### src/rtl/dly_guard_pkg.sv
package dly_guard_pkg;
  typedef enum logic {ST_IDLE = 1'b0, ST_PEND = 1'b1} guard_state_e;

  typedef struct packed {
    logic accept;
    logic retry;
    logic discard;
  } decision_t;
endpackage

### src/rtl/dly_limit_cfg.sv
module dly_limit_cfg #(
  parameter int unsigned CODE_W = 3,
  localparam int unsigned CNT_W = 2 ** CODE_W
) (
  input  logic              clk_i,
  input  logic              rst_ni,
  input  logic              we_i,
  input  logic [CODE_W-1:0] code_i,
  output logic [CODE_W-1:0] code_o,
  output logic [CNT_W-1:0]  limit_o,
  output logic              unlimited_o
);
  logic [CODE_W-1:0] code_q;

  always_ff @(posedge clk_i or negedge rst_ni) begin
    if (!rst_ni)   code_q <= '0;
    else if (we_i) code_q <= code_i;
  end

  // code 0 = no limit, else 1 << code
  always_comb begin
    unlimited_o = (code_q == '0);
    limit_o     = unlimited_o ? '0 : (CNT_W'(1) << code_q);
  end

  assign code_o = code_q;
endmodule

### src/rtl/dly_tag_match.sv
module dly_tag_match #(
  parameter int unsigned ADDR_W = 32,
  parameter int unsigned CMD_W  = 4
) (
  input  logic              clk_i,
  input  logic              rst_ni,
  input  logic              load_i,
  input  logic [ADDR_W-1:0] addr_i,
  input  logic [CMD_W-1:0]  cmd_i,
  output logic              match_o
);
  logic [ADDR_W-1:0] addr_q;
  logic [CMD_W-1:0]  cmd_q;

  always_ff @(posedge clk_i or negedge rst_ni) begin
    if (!rst_ni) begin
      addr_q <= '0;
      cmd_q  <= '0;
    end else if (load_i) begin
      addr_q <= addr_i;
      cmd_q  <= cmd_i;
    end
  end

  assign match_o = (addr_q == addr_i) && (cmd_q == cmd_i);
endmodule

### src/rtl/dly_rej_counter.sv
module dly_rej_counter #(
  parameter int unsigned CNT_W = 8
) (
  input  logic             clk_i,
  input  logic             rst_ni,
  input  logic             clr_i,
  input  logic             inc_i,
  output logic [CNT_W-1:0] cnt_o,
  output logic [CNT_W-1:0] next_o
);
  logic [CNT_W-1:0] cnt_q;

  // saturating increment
  assign next_o = (&cnt_q) ? cnt_q : cnt_q + CNT_W'(1);

  always_ff @(posedge clk_i or negedge rst_ni) begin
    if (!rst_ni)     cnt_q <= '0;
    else if (clr_i)  cnt_q <= '0;
    else if (inc_i)  cnt_q <= next_o;
  end

  assign cnt_o = cnt_q;
endmodule

### src/rtl/dly_read_guard.sv
module dly_read_guard
  import dly_guard_pkg::*;
#(
  parameter int unsigned ADDR_W     = 32,
  parameter int unsigned CMD_W      = 4,
  parameter int unsigned LIM_CODE_W = 3,
  localparam int unsigned CNT_W     = 2 ** LIM_CODE_W
) (
  input  logic                  clk_i,
  input  logic                  rst_ni,
  input  logic                  cfg_we_i,
  input  logic [LIM_CODE_W-1:0] cfg_limit_i,
  input  logic                  start_i,
  input  logic [ADDR_W-1:0]     addr_i,
  input  logic [CMD_W-1:0]      cmd_i,
  input  logic                  data_ready_i,
  output logic                  accept_o,
  output logic                  retry_o,
  output logic                  discard_o
);
  guard_state_e state_q, state_d;
  decision_t    dec_d, dec_q;

  logic [LIM_CODE_W-1:0] code_w;
  logic [CNT_W-1:0]      limit_w, cnt_w, cnt_next_w;
  logic                  unlimited_w, match_w, pend_w;
  logic                  tag_load, cnt_clr, cnt_inc, is_read;

  dly_limit_cfg #(.CODE_W(LIM_CODE_W)) u_limit (
    .clk_i      (clk_i),
    .rst_ni     (rst_ni),
    .we_i       (cfg_we_i),
    .code_i     (cfg_limit_i),
    .code_o     (code_w),
    .limit_o    (limit_w),
    .unlimited_o(unlimited_w)
  );

  dly_tag_match #(.ADDR_W(ADDR_W), .CMD_W(CMD_W)) u_tag (
    .clk_i  (clk_i),
    .rst_ni (rst_ni),
    .load_i (tag_load),
    .addr_i (addr_i),
    .cmd_i  (cmd_i),
    .match_o(match_w)
  );

  dly_rej_counter #(.CNT_W(CNT_W)) u_cnt (
    .clk_i (clk_i),
    .rst_ni(rst_ni),
    .clr_i (cnt_clr),
    .inc_i (cnt_inc),
    .cnt_o (cnt_w),
    .next_o(cnt_next_w)
  );

  assign is_read = ~cmd_i[0];
  assign pend_w  = (state_q == ST_PEND);

  always_comb begin
    state_d  = state_q;
    dec_d    = '0;
    tag_load = 1'b0;
    cnt_clr  = 1'b0;
    cnt_inc  = 1'b0;
    if (start_i) begin
      unique case (state_q)
        ST_IDLE: begin
          if (is_read) begin
            dec_d.retry = 1'b1;
            tag_load    = 1'b1;
            cnt_clr     = 1'b1;
            state_d     = ST_PEND;
          end else begin
            dec_d.accept = 1'b1;
          end
        end
        ST_PEND: begin
          if (match_w) begin
            if (data_ready_i) begin
              dec_d.accept = 1'b1;
              cnt_clr      = 1'b1;
              state_d      = ST_IDLE;
            end else begin
              dec_d.retry = 1'b1;
            end
          end else begin
            dec_d.retry = 1'b1;
            cnt_inc     = 1'b1;
            // budget spent: drop the delayed read
            if (!unlimited_w && (cnt_next_w >= limit_w)) begin
              dec_d.discard = 1'b1;
              cnt_clr       = 1'b1;
              state_d       = ST_IDLE;
            end
          end
        end
        default: state_d = ST_IDLE;
      endcase
    end
  end

  always_ff @(posedge clk_i or negedge rst_ni) begin
    if (!rst_ni) begin
      state_q <= ST_IDLE;
      dec_q   <= '0;
    end else begin
      state_q <= state_d;
      dec_q   <= dec_d;
    end
  end

  assign accept_o  = dec_q.accept;
  assign retry_o   = dec_q.retry;
  assign discard_o = dec_q.discard;
endmodule

### config.mk
export PLATFORM = sky130hd
export DESIGN_NAME = dly_read_guard
export DESIGN_NICKNAME = d
export VERILOG_FILES = /design/src/rtl/dly_guard_pkg.sv /design/src/rtl/dly_limit_cfg.sv /design/src/rtl/dly_tag_match.sv /design/src/rtl/dly_rej_counter.sv /design/src/rtl/dly_read_guard.sv
export SDC_FILE = /design/constraint.sdc
export NUM_CORES = 1
export LEC_CHECK = 0
export ABC_AREA = 1
export BUFFER_PORTS_ARGS = -buffer_cell sky130_fd_sc_hd__buf_2
export CAP_MARGIN = 20
export CORE_MARGIN = 1
export CORE_UTILIZATION = 45
export CTS_CLUSTER_DIAMETER = 200
export DETAILED_ROUTE_END_ITERATION = 10
export GPL_TIMING_DRIVEN = 0
export HOLD_SLACK_MARGIN = 0.05
export MAX_ROUTING_LAYER = met4
export PLACE_DENSITY_LB_ADDON = 0.2
export SLEW_MARGIN = 40
export SYNTH_ARGS = -nofsm -noshare
export SYNTH_HDL_FRONTEND = slang
export SYNTH_SLANG_ARGS = --single-unit
### constraint.sdc
create_clock -name clk_i -period 2.5 [get_ports clk_i]
set_input_delay 0.5 -clock clk_i [delete_from_list [all_inputs] [get_ports clk_i]]
set_output_delay 0.5 -clock clk_i [all_outputs]
set_load 0.1 [all_outputs]
==> results.md, run 1 <==
Run status
* finished clean — outcome

Worst setup path
* 1 — CP bufs+invs
* 8 — critical path peak fanout
* flop — startpoint class of the critical path
* simple AND/OR/NAND/NOR gates — cell type group with the largest total delay on the critical path
* reg -> reg — critical path start-end classification
* 410 ps — crit-path max cell delay
* flop — element type at the critical path end
* 2700 ps — critical path arrival
* sky130_fd_sc_hd__o21ai_0 — Worst path most repeated cell
* sky130_fd_sc_hd__dfrtp_1 — slowest cell on the critical path
* ha_2 > nand3_2 > nor2_4 > o21ai_0 > o21ai_0 > ha_1 > nand4_1 > nor2_1 > nand3_1 > a21oi_2 > nand2_2 > nand3_4 > nand2_4 > nand2_1 > inv_1 — cell-by-cell trace of the critical path
* 2710 ps — required time worst endpoint

Synth
* sky130_fd_sc_hd__nand2_1 — count leader, synth
* 26 — Unique masters post-synth
* 6.93 um2 — average size of a mapped cell
* sky130_fd_sc_hd__dfrtp_1 — ys flop type
* 39.8% — share of the synthesized area in the top cell type
* 0 — number of enable flip-flop cells after synthesis
* 462 — synthesized instance count
* 0 — Syn. warnings
* 3200 um2 — area of the mapped netlist
* sky130_fd_sc_hd__dfrtp_1 40%, sky130_fd_sc_hd__nand2_1 23%, sky130_fd_sc_hd__inv_1 6.7% — biggest area contributors in the synthesized netlist
* 514 — number of nets produced by synthesis
* 51 — post-synthesis register bit count
* 100% — share of flip-flops with an asynchronous set or reset after synthesis
* 195 x sky130_fd_sc_hd__nand2_1, 57 x sky130_fd_sc_hd__inv_1, 51 x sky130_fd_sc_hd__dfrtp_1 — top cells by count, synth
* 39.8% — part of the Yosys area used for sequential elements
* sky130_fd_sc_hd__dfrtp_1 — Synth area leader

Clock network
* sky130_fd_sc_hd__clkbuf_8 — CTS root buf
* 90 ps — post-CTS clock slew at the launch and capture registers of the worst setup and hold paths
* 51 — clock sink total
* 5 — clock buffers created by TritonCTS
* 2 — CTS H-tree lvls
* 2 — maximum clock insertion buffer count
* 310 ps — clock insertion delay at the later pin of the skew report
* yes — clock tree from TritonCTS

Job
* 0 — reported max-cap violation count

Timing
* 0 ps — Setup Total Neg Slack
* 2480 ps — post-layout min period
* 0 — count of final max-slew check failures
* 56.0% — Slew HR
* true — setup repair after global routing missed its margin
* 9.83 ps — Clock Skews
* 660 ps — pin slew with the least headroom to its limit
* 0 — count of final hold-check violations
* 207 ps — Hold WS
* 99.4% — post-route clock period utilization
* 0 — final setup vio count
* 402 MHz — Fmax achieved

Global route
* 30.4% — met1 track demand over resource
* met2 — GRT Max-Usage Layer
* 52 — largest net degree at the start of global routing
* 12300 um — wire length of the first global-routing pass
* 3.33% — met3 GRT Util
* 33.5% — met2 Resource Use GR
* 0 — initial antenna violation count
* 0 — total congestion overflow
* 21.9% — GRT Total Usage
* 2674 — number of global-route vias before repair

Cells and area
* 18.4% — growth of design area from synthesis to finish
* 573 — nets
* 3790 um2 — post-route design area
* 55.5% — fin util
* 0 — n_diodes
* 15.3% — fraction of final layout cells sized beyond drive strength 1

Pwr
* 2.07 nW — leak pwr
* 900 nW/um2 — Pwr Density
* 440 uV — peak supply drop
* 3.41 mW — total chip power

Die
* 30 — Site Rows
* 86.4 um — horizontal die dimension
* 7460 um2 — area enclosed by the die boundary
* 86.4 um — vertical die dimension
* 6830 um2 — Std-Cell Core Area
* 46.9% — initial standard-cell utilization of the core
* 47 — I/O pins

Placed design
* 46 — count of input and output buffers
* 0.835 — final estimated routing congestion in global placement
* 3560 um2 — placed inst area
* 5430 um — Post-DP HPWL

Detailed routing
* 0 — DRC violation count after routing
* 4 — number of detailed-routing iterations run before antenna repair
* 12.2 um — drt wl/cell
* 2979 — total vias in the final route
* 143 — Iteration-0 DRC Markers
* 0 — antenna-violating nets left
* 7550 um — total wirelength of the detailed-routed design
* 4.82 — routed vias/inst

Min path
* in -> async — path category of the worst min-delay check

[worst reg2reg max path, cell delays in order (launching register included)]
cell and delay (ps):
sky130_fd_sc_hd__dfrtp_1 410, sky130_fd_sc_hd__ha_2 220, sky130_fd_sc_hd__nand3_2 110, sky130_fd_sc_hd__nor2_4 200, sky130_fd_sc_hd__o21ai_0 140, sky130_fd_sc_hd__o21ai_0 170, sky130_fd_sc_hd__ha_1 220, sky130_fd_sc_hd__nand4_1 110
sky130_fd_sc_hd__nor2_1 140, sky130_fd_sc_hd__nand3_1 100, sky130_fd_sc_hd__a21oi_2 180, sky130_fd_sc_hd__nand2_2 90, sky130_fd_sc_hd__nand3_4 80, sky130_fd_sc_hd__nand2_4 100, sky130_fd_sc_hd__nand2_1 90, sky130_fd_sc_hd__inv_1 40
[per-layer routing]
metal  wire [um]  vias to the layer above
met5           0                        -
met4         115                        0
met3         407                       12
met2        3500                       80
met1        3530                     1351
li1            -                     1536
[flip-flops by register name, indices dropped and copies added (netlist names)]
| register | cells |
|---|---|
| pend_w | 1 |
| discard_o | 1 |
| u_limit.code_o | 3 |
| retry_o | 1 |
| u_cnt.cnt_o | 8 |
| u_tag.addr_q | 32 |
| accept_o | 1 |
| u_tag.cmd_q | 4 |
[through the flow]
step                      worst slack, ps  std cells
after CTS                            11.2        613
after floorplan                       278        462
after global routing                 -174        618
after detailed placement            -69.2        604
final                                15.4        618
after global placement              -54.9        604
[power breakdown]
group | switching, mW | total [mW] | leakage [nW] | internal (mW)
Sequential | 0.245 | 1.37 | 0.645 | 1.12
Clock | 0.295 | 0.695 | 0.0654 | 0.401
Combinational | 0.827 | 1.35 | 1.36 | 0.523
Total | 1.37 | 3.41 | 2.07 | 2.04
[final timing paths]
kind	from	end	slack (ps)	cells past startpoint
hold reg to reg	u_tag.addr_q[10]$_DFFE_PN0P_	u_tag.addr_q[10]$_DFFE_PN0P_	510	2
max in group asynchronous	rst_ni	u_cnt.cnt_o[2]$_DFFE_PN0P_	1840	1
hold / removal	rst_ni	u_cnt.cnt_o[2]$_DFFE_PN0P_	210	1
setup reg to reg	u_cnt.cnt_o[1]$_DFFE_PN0P_	u_cnt.cnt_o[1]$_DFFE_PN0P_	20	15
min in group clk_i	cfg_limit_i[2]	u_limit.code_o[2]$_DFFE_PN0P_	390	3
setup / recovery	u_cnt.cnt_o[1]$_DFFE_PN0P_	u_cnt.cnt_o[1]$_DFFE_PN0P_	20	15
[cells in the final DEF, fill, tap and decap left out, drive strengths merged]
| cell | instances |
|---|---|
| nor3 | 6 |
| bufinv | 2 |
| clkbuf | 15 |
| clkinv | 1 |
| o21ai | 27 |
| nand3 | 15 |
| nor2 | 32 |
| xor2 | 8 |
| dfrtp | 51 |
| inv | 59 |
| xnor2 | 18 |
| and2 | 4 |
| nand2 | 199 |
| ha | 8 |
| buf | 52 |
| nand3b | 1 |
| a21oi | 11 |
| nand4 | 13 |
[cell families after synthesis]
group	count (synthesis)	share of synthesized area, %
XOR/XNOR	26	7.11
flip-flops	51	39.8
AND/OR/NAND/NOR	270	35.8
adder cells (fa/ha/maj)	8	3.13
AO/OA/AOI/OAI	38	6.05
buffers and inverters	69	8.09
[timing repair]
item                       in CTS  in global routing
pin swaps                       0                 14
setup endpoints to repair       8                 10
gates resized for setup         1                 14
gates cloned                    0                  0
hold buffers                    0                  0
buffers inserted                1                  5
[layout make-up]
type,count,area (um2)
Fill cell,662,3040
Multi-Input combinational cell,342,1720
Sequential cell,51,1280
Timing Repair Buffer,52,282
Inverter,60,225
Tap cell,96,120
Clock buffer,6,72.6
Clock inverter,2,60.1
Buffer,9,33.8
(Power assumes the default switching activity.)
==> run 2: changes to the inputs <==
Settings changed: REMOVE_ABC_BUFFERS set to 1.
==> run 2 against run 1 <==
  * Sequential share of layout area grew 0.24 points
  * Final cell count is 0.81% lower
  * Maximum frequency grew 2.4%
  * Largest cell class unchanged
  * Largest power group unchanged
==> results.md, run 2 (synthesis results as in run 1) <==
Global route
* 0 — total congestion overflow
* 11500 um — wire length of the first global-routing pass
* 2562 — number of global-route vias before repair
* 0 — initial antenna violation count
* 53 — largest net degree at the start of global routing
* 20.2% — GRT Total Usage

Timing
* 698 ps — pin slew with the least headroom to its limit
* 0 ps — Setup Total Neg Slack
* 0 — count of final hold-check violations
* 0 — count of final max-slew check failures
* 0 — final setup vio count
* 213 ps — Hold WS
* 53.4% — Slew HR
* true — setup repair after global routing missed its margin
* 97.0% — post-route clock period utilization
* 12.3 ps — Clock Skews
* 412 MHz — Fmax achieved
* 2430 ps — post-layout min period

Placed design
* 4950 um — Post-DP HPWL
* 0.828 — final estimated routing congestion in global placement
* 46 — count of input and output buffers
* 595 — cell total after placement

Worst setup path
* flop — element type at the critical path end
* u_cnt.cnt_o[1]$_DFFE_PN0P_ — Crit Reg-Reg Endpoint
* nand3_2 > nor3_4 > nand2_1 > nor3_1 > nor2_1 > ha_1 > nand4_1 > nor2_1 > nand3_1 > a21oi_2 > nand2_2 > nand3_4 > nand2_8 > nand2_1 > inv_1 — cell-by-cell trace of the critical path
* 2630 ps — critical path arrival
* 450 ps — crit-path max cell delay
* reg -> reg — critical path start-end classification
* 1 — CP bufs+invs
* flop — startpoint class of the critical path
* u_cnt.cnt_o[1]$_DFFE_PN0P_ — r2r startpoint
* simple AND/OR/NAND/NOR gates — cell type group with the largest total delay on the critical path
* 8 — critical path peak fanout
* 70 ps — R2R setup slack
* 15 — depth of the worst register-to-register path
* 2700 ps — required time worst endpoint
* sky130_fd_sc_hd__dfrtp_1 — slowest cell on the critical path

Die
* 46.9% — initial standard-cell utilization of the core
* 86.4 um — horizontal die dimension
* 86.4 um — vertical die dimension
* 7460 um2 — area enclosed by the die boundary
* 47 — I/O pins
* 30 — Site Rows
* 6830 um2 — Std-Cell Core Area

Cells and area
* 568 — nets
* 613 — number of standard cells in the final layout excluding fillers
* 55.1% — fin util
* 192 x sky130_fd_sc_hd__nand2_1, 57 x sky130_fd_sc_hd__inv_1, 50 x sky130_fd_sc_hd__dfrtp_1 — most frequent cells in the layout
* 32 — number of flip-flops under the largest register name
* sky130_fd_sc_hd__nand2_1 — most common cell after layout, fill and taps aside
* 697 — Filler cells
* 17.5% — growth of design area from synthesis to finish
* u_tag.addr_q — Top reg by flops
* 16.6% — fraction of final layout cells sized beyond drive strength 1
* 0 — n_diodes

Run status
* finished clean — outcome

Clock network
* 100 ps — post-CTS clock slew at the launch and capture registers of the worst setup and hold paths
* 2 — maximum clock insertion buffer count
* sky130_fd_sc_hd__clkbuf_8 — CTS root buf
* 0 — hold bufs inserted after CTS
* 2 — CTS H-tree lvls
* 310 ps — clock insertion delay at the later pin of the skew report
* yes — clock tree from TritonCTS
* 5 — clock buffers created by TritonCTS
* 51 — clock sink total

Min path
* in -> async — path category of the worst min-delay check

Detailed routing
* 4 — number of detailed-routing iterations run before antenna repair
* 2896 — total vias in the final route
* 7050 um — total wirelength of the detailed-routed design
* 136 — Iteration-0 DRC Markers
* 0 — antenna-violating nets left
* 0 — DRC violation count after routing
* 4.72 — routed vias/inst
* 11.5 um — drt wl/cell

Job
* 0 — reported max-cap violation count

Pwr
* 1.83 mW — Internal Power
* 41.9% — switching share of power
* 44.1% — proportion of power drawn by flip-flops and latches
* 838 nW/um2 — Pwr Density
* 394 uV — peak supply drop
* 14.9% — relative contribution of the clock network to total power
* 2.07 nW — leak pwr
* 41.0% — part of the total power dissipated in combinational logic
* 1.32 mW — switching power of the nets

run 2: cell type report:
type | count | area, um2 | area share (%)
Sequential cell | 51 | 1280 | 33.9
Tap cell | 96 | 120 | 3.19
Clock inverter | 1 | 5.00 | 0.133
Timing Repair Buffer | 56 | 308 | 8.18
Multi-Input combinational cell | 342 | 1750 | 46.6
Inverter | 60 | 225 | 5.98
Clock buffer | 7 | 76.3 | 2.03
run 2: worst max-delay path by stage:
stage	from	cells after the start	slack, ps	to
after global placement	pend_w$_DFFE_PN0P_	5	-740	pend_w$_DFFE_PN0P_
after global routing	u_cnt.cnt_o[1]$_DFFE_PN0P_	15	-130	u_cnt.cnt_o[1]$_DFFE_PN0P_
after floorplan	pend_w$_DFFE_PN0P_	5	220	pend_w$_DFFE_PN0P_
after CTS	u_cnt.cnt_o[1]$_DFFE_PN0P_	16	30	u_cnt.cnt_o[1]$_DFFE_PN0P_
after detailed placement	u_cnt.cnt_o[0]$_DFFE_PN0P_	16	-60	u_cnt.cnt_o[1]$_DFFE_PN0P_
final	u_cnt.cnt_o[1]$_DFFE_PN0P_	15	70	u_cnt.cnt_o[1]$_DFFE_PN0P_
run 2: what timing repair did:
| action | CTS | global route |
|---|---|---|
| pin swaps | 0 | 11 |
| endpoints found under the setup margin | 8 | 10 |
| resized for setup | 1 | 18 |
| buffers inserted | 1 | 9 |
run 2: power groups by stage:
stage | registers (mW) | logic, mW | clock network [mW]
2_1_floorplan | 1.43 | 0.864 | 0
3_3_place_gp | 1.37 | 1.19 | 0
3_5_place_dp | 1.39 | 1.22 | 0
4_1_cts | 1.38 | 1.24 | 0.495
5_1_grt | 1.43 | 1.48 | 0.517
6_report | 1.39 | 1.29 | 0.470
run 2: per-layer routing:
metal  vias to the layer above  routed length (um)  track usage (%)
met5                         -                   0                -
met3                         4                 264             2.86
met1                      1302                3530             27.9
met4                         0                  48             5.45
li1                       1531                   -                -
met2                        59                3210             31.2
run 2: stage by stage:
step	setup slack [ps]	power [mW]	instance area, um2
finish	74.2	3.15	3760
global route	-129	3.42	3760
CTS	31.4	3.11	3620
detailed placement	-59.9	2.61	3530
global placement	-744	2.57	3520
floorplan	216	2.29	3170
==> run 3: changes to the inputs <==
Settings changed: CTS_CLUSTER_DIAMETER 200 to 150, RECOVER_POWER set to 50.
==> run 3 against run 2 <==
  * Clock skew unchanged
  * Wire length about the same
  * Clock power about the same
  * Highest routed layer unchanged
  * Worst hold slack better by 190 ps
  * Critical path depth unchanged
  * Flip-flop and latch count unchanged
  * Non-clock buffer count unchanged
  * Worst setup slack unchanged
  * Global-route usage unchanged
  * Maximum frequency unchanged
  * Final cell count unchanged
  * Utilization about the same
==> results.md, run 3 (synthesis results as in run 1) <==
Detailed routing
* 7050 um — total wirelength of the detailed-routed design
* 2896 — total vias in the final route
* 4 — number of detailed-routing iterations run before antenna repair
* 136 — Iteration-0 DRC Markers
* 11.5 um — drt wl/cell
* 0 — antenna-violating nets left
* 0 — DRC violation count after routing
* 4.72 — routed vias/inst

Global route
* 11500 um — wire length of the first global-routing pass
* 53 — largest net degree at the start of global routing
* 2562 — number of global-route vias before repair
* 0 — total congestion overflow
* 0 — initial antenna violation count
* 20.2% — GRT Total Usage

Cells and area
* 32 — number of flip-flops under the largest register name
* u_tag.addr_q — Top reg by flops
* 55.1% — fin util
* 613 — number of standard cells in the final layout excluding fillers
* 16.6% — fraction of final layout cells sized beyond drive strength 1
* 192 x sky130_fd_sc_hd__nand2_1, 57 x sky130_fd_sc_hd__inv_1, 50 x sky130_fd_sc_hd__dfrtp_1 — most frequent cells in the layout
* 17.5% — growth of design area from synthesis to finish
* 568 — nets
* sky130_fd_sc_hd__nand2_1 — most common cell after layout, fill and taps aside
* 0 — n_diodes
* 3760 um2 — post-route design area

Pwr
* 2.07 nW — leak pwr
* 838 nW/um2 — Pwr Density
* 393 uV — peak supply drop

Clock network
* sky130_fd_sc_hd__clkbuf_8 — CTS root buf
* yes — clock tree from TritonCTS
* 310 ps — clock insertion delay at the later pin of the skew report
* 2 — maximum clock insertion buffer count
* 90 ps — post-CTS clock slew at the launch and capture registers of the worst setup and hold paths
* 2 — CTS H-tree lvls
* 5 — clock buffers created by TritonCTS
* 51 — clock sink total

Worst setup path
* sky130_fd_sc_hd__dfrtp_1 — slowest cell on the critical path
* nand3_2 > nor3_4 > nand2_1 > nor3_1 > nor2_1 > ha_1 > nand4_1 > nor2_1 > nand3_1 > a21oi_2 > nand2_2 > nand3_4 > nand2_8 > nand2_1 > inv_1 — cell-by-cell trace of the critical path
* 8 — critical path peak fanout
* reg -> reg — critical path start-end classification
* simple AND/OR/NAND/NOR gates — cell type group with the largest total delay on the critical path
* 450 ps — crit-path max cell delay
* 2630 ps — critical path arrival
* 2700 ps — required time worst endpoint
* 1 — CP bufs+invs
* flop — startpoint class of the critical path
* flop — element type at the critical path end

Timing
* 0 — count of final max-slew check failures
* 412 MHz — Fmax achieved
* 2430 ps — post-layout min period
* 12.3 ps — Clock Skews
* 1300 ps — pin slew with the least headroom to its limit
* 0 — count of final hold-check violations
* true — setup repair after global routing missed its margin
* 97.0% — post-route clock period utilization
* 13.2% — Slew HR
* 0 — final setup vio count

Die
* 30 — Site Rows
* 47 — I/O pins
* 7460 um2 — area enclosed by the die boundary
* 6830 um2 — Std-Cell Core Area
* 46.9% — initial standard-cell utilization of the core
* 86.4 um — horizontal die dimension
* 86.4 um — vertical die dimension

Run status
* finished clean — outcome

Placed design
* 4950 um — Post-DP HPWL
* 595 — cell total after placement
* 0.828 — final estimated routing congestion in global placement
* 46 — count of input and output buffers
* 3530 um2 — placed inst area

Job
* 0 — reported max-cap violation count

Min path
* in -> reg — path category of the worst min-delay check

-- run 3: layout make-up --
cell class | count | area, um2
clock buffers | 7 | 76.3
clock inverters | 1 | 5.00
fillers | 697 | 3070
inverters | 60 | 225
multi-input cells | 342 | 1750
flip-flops and latches | 51 | 1280
well taps | 96 | 120
repair buffers | 56 | 305
-- run 3: final timing paths --
path | from | end | slack (ps) | cells past startpoint
min in group asynchronous | rst_ni | u_tag.cmd_q[3]$_DFFE_PN0P_ | 460 | 1
worst min-delay path | cfg_limit_i[0] | u_limit.code_o[0]$_DFFE_PN0P_ | 400 | 3
worst max-delay path | u_cnt.cnt_o[1]$_DFFE_PN0P_ | u_cnt.cnt_o[1]$_DFFE_PN0P_ | 70 | 15
max in group asynchronous | rst_ni | u_cnt.cnt_o[2]$_DFFE_PN0P_ | 1160 | 1
worst min register to register | u_tag.addr_q[10]$_DFFE_PN0P_ | u_tag.addr_q[10]$_DFFE_PN0P_ | 500 | 2
worst max register to register | u_cnt.cnt_o[1]$_DFFE_PN0P_ | u_cnt.cnt_o[1]$_DFFE_PN0P_ | 70 | 15
-- run 3: through the flow --
step                setup TNS (ps)  power, mW  worst slack [ps]  hold WS (ps)
floorplan                        0       2.29               216           204
global placement            -12920       2.57              -744           481
detailed placement            -396       2.61             -59.9           485
CTS                              0       3.11              31.4           242
global route                  -998       3.42              -129           394
finish                           0       3.15              74.2           399
-- run 3: worst min-delay path, stage by stage --
cell and delay, ps:
sky130_fd_sc_hd__buf_2 70, sky130_fd_sc_hd__nand2_1 40, sky130_fd_sc_hd__o21ai_0 50
-- run 3: repair_timing --
action                     4_1_cts  5_1_grt
setup endpoints to repair        8       10
pin swaps                        0       11
gates resized for setup          1       18
hold buffers                     0        0
buffers inserted                 1        9
-- run 3: where the power goes --
part	leakage (nW)	switching [mW]	internal, mW
logic	1.38	0.776	0.516
registers	0.645	0.271	1.12
clock network	0.0422	0.272	0.197
total	2.07	1.32	1.83
-- run 3: routing by layer --
| layer | track usage (%) | part of all wire [%] | vias up | wire length [um] |
|---|---|---|---|---|
| li1 | - | - | 1531 | - |
| met1 | 27.9 | 50 | 1302 | 3530 |
| met2 | 31.2 | 45 | 59 | 3210 |
| met3 | 2.86 | 3.7 | 4 | 263 |
| met4 | 5.45 | 0.68 | 0 | 48 |
| met5 | - | 0 | - | 0 |
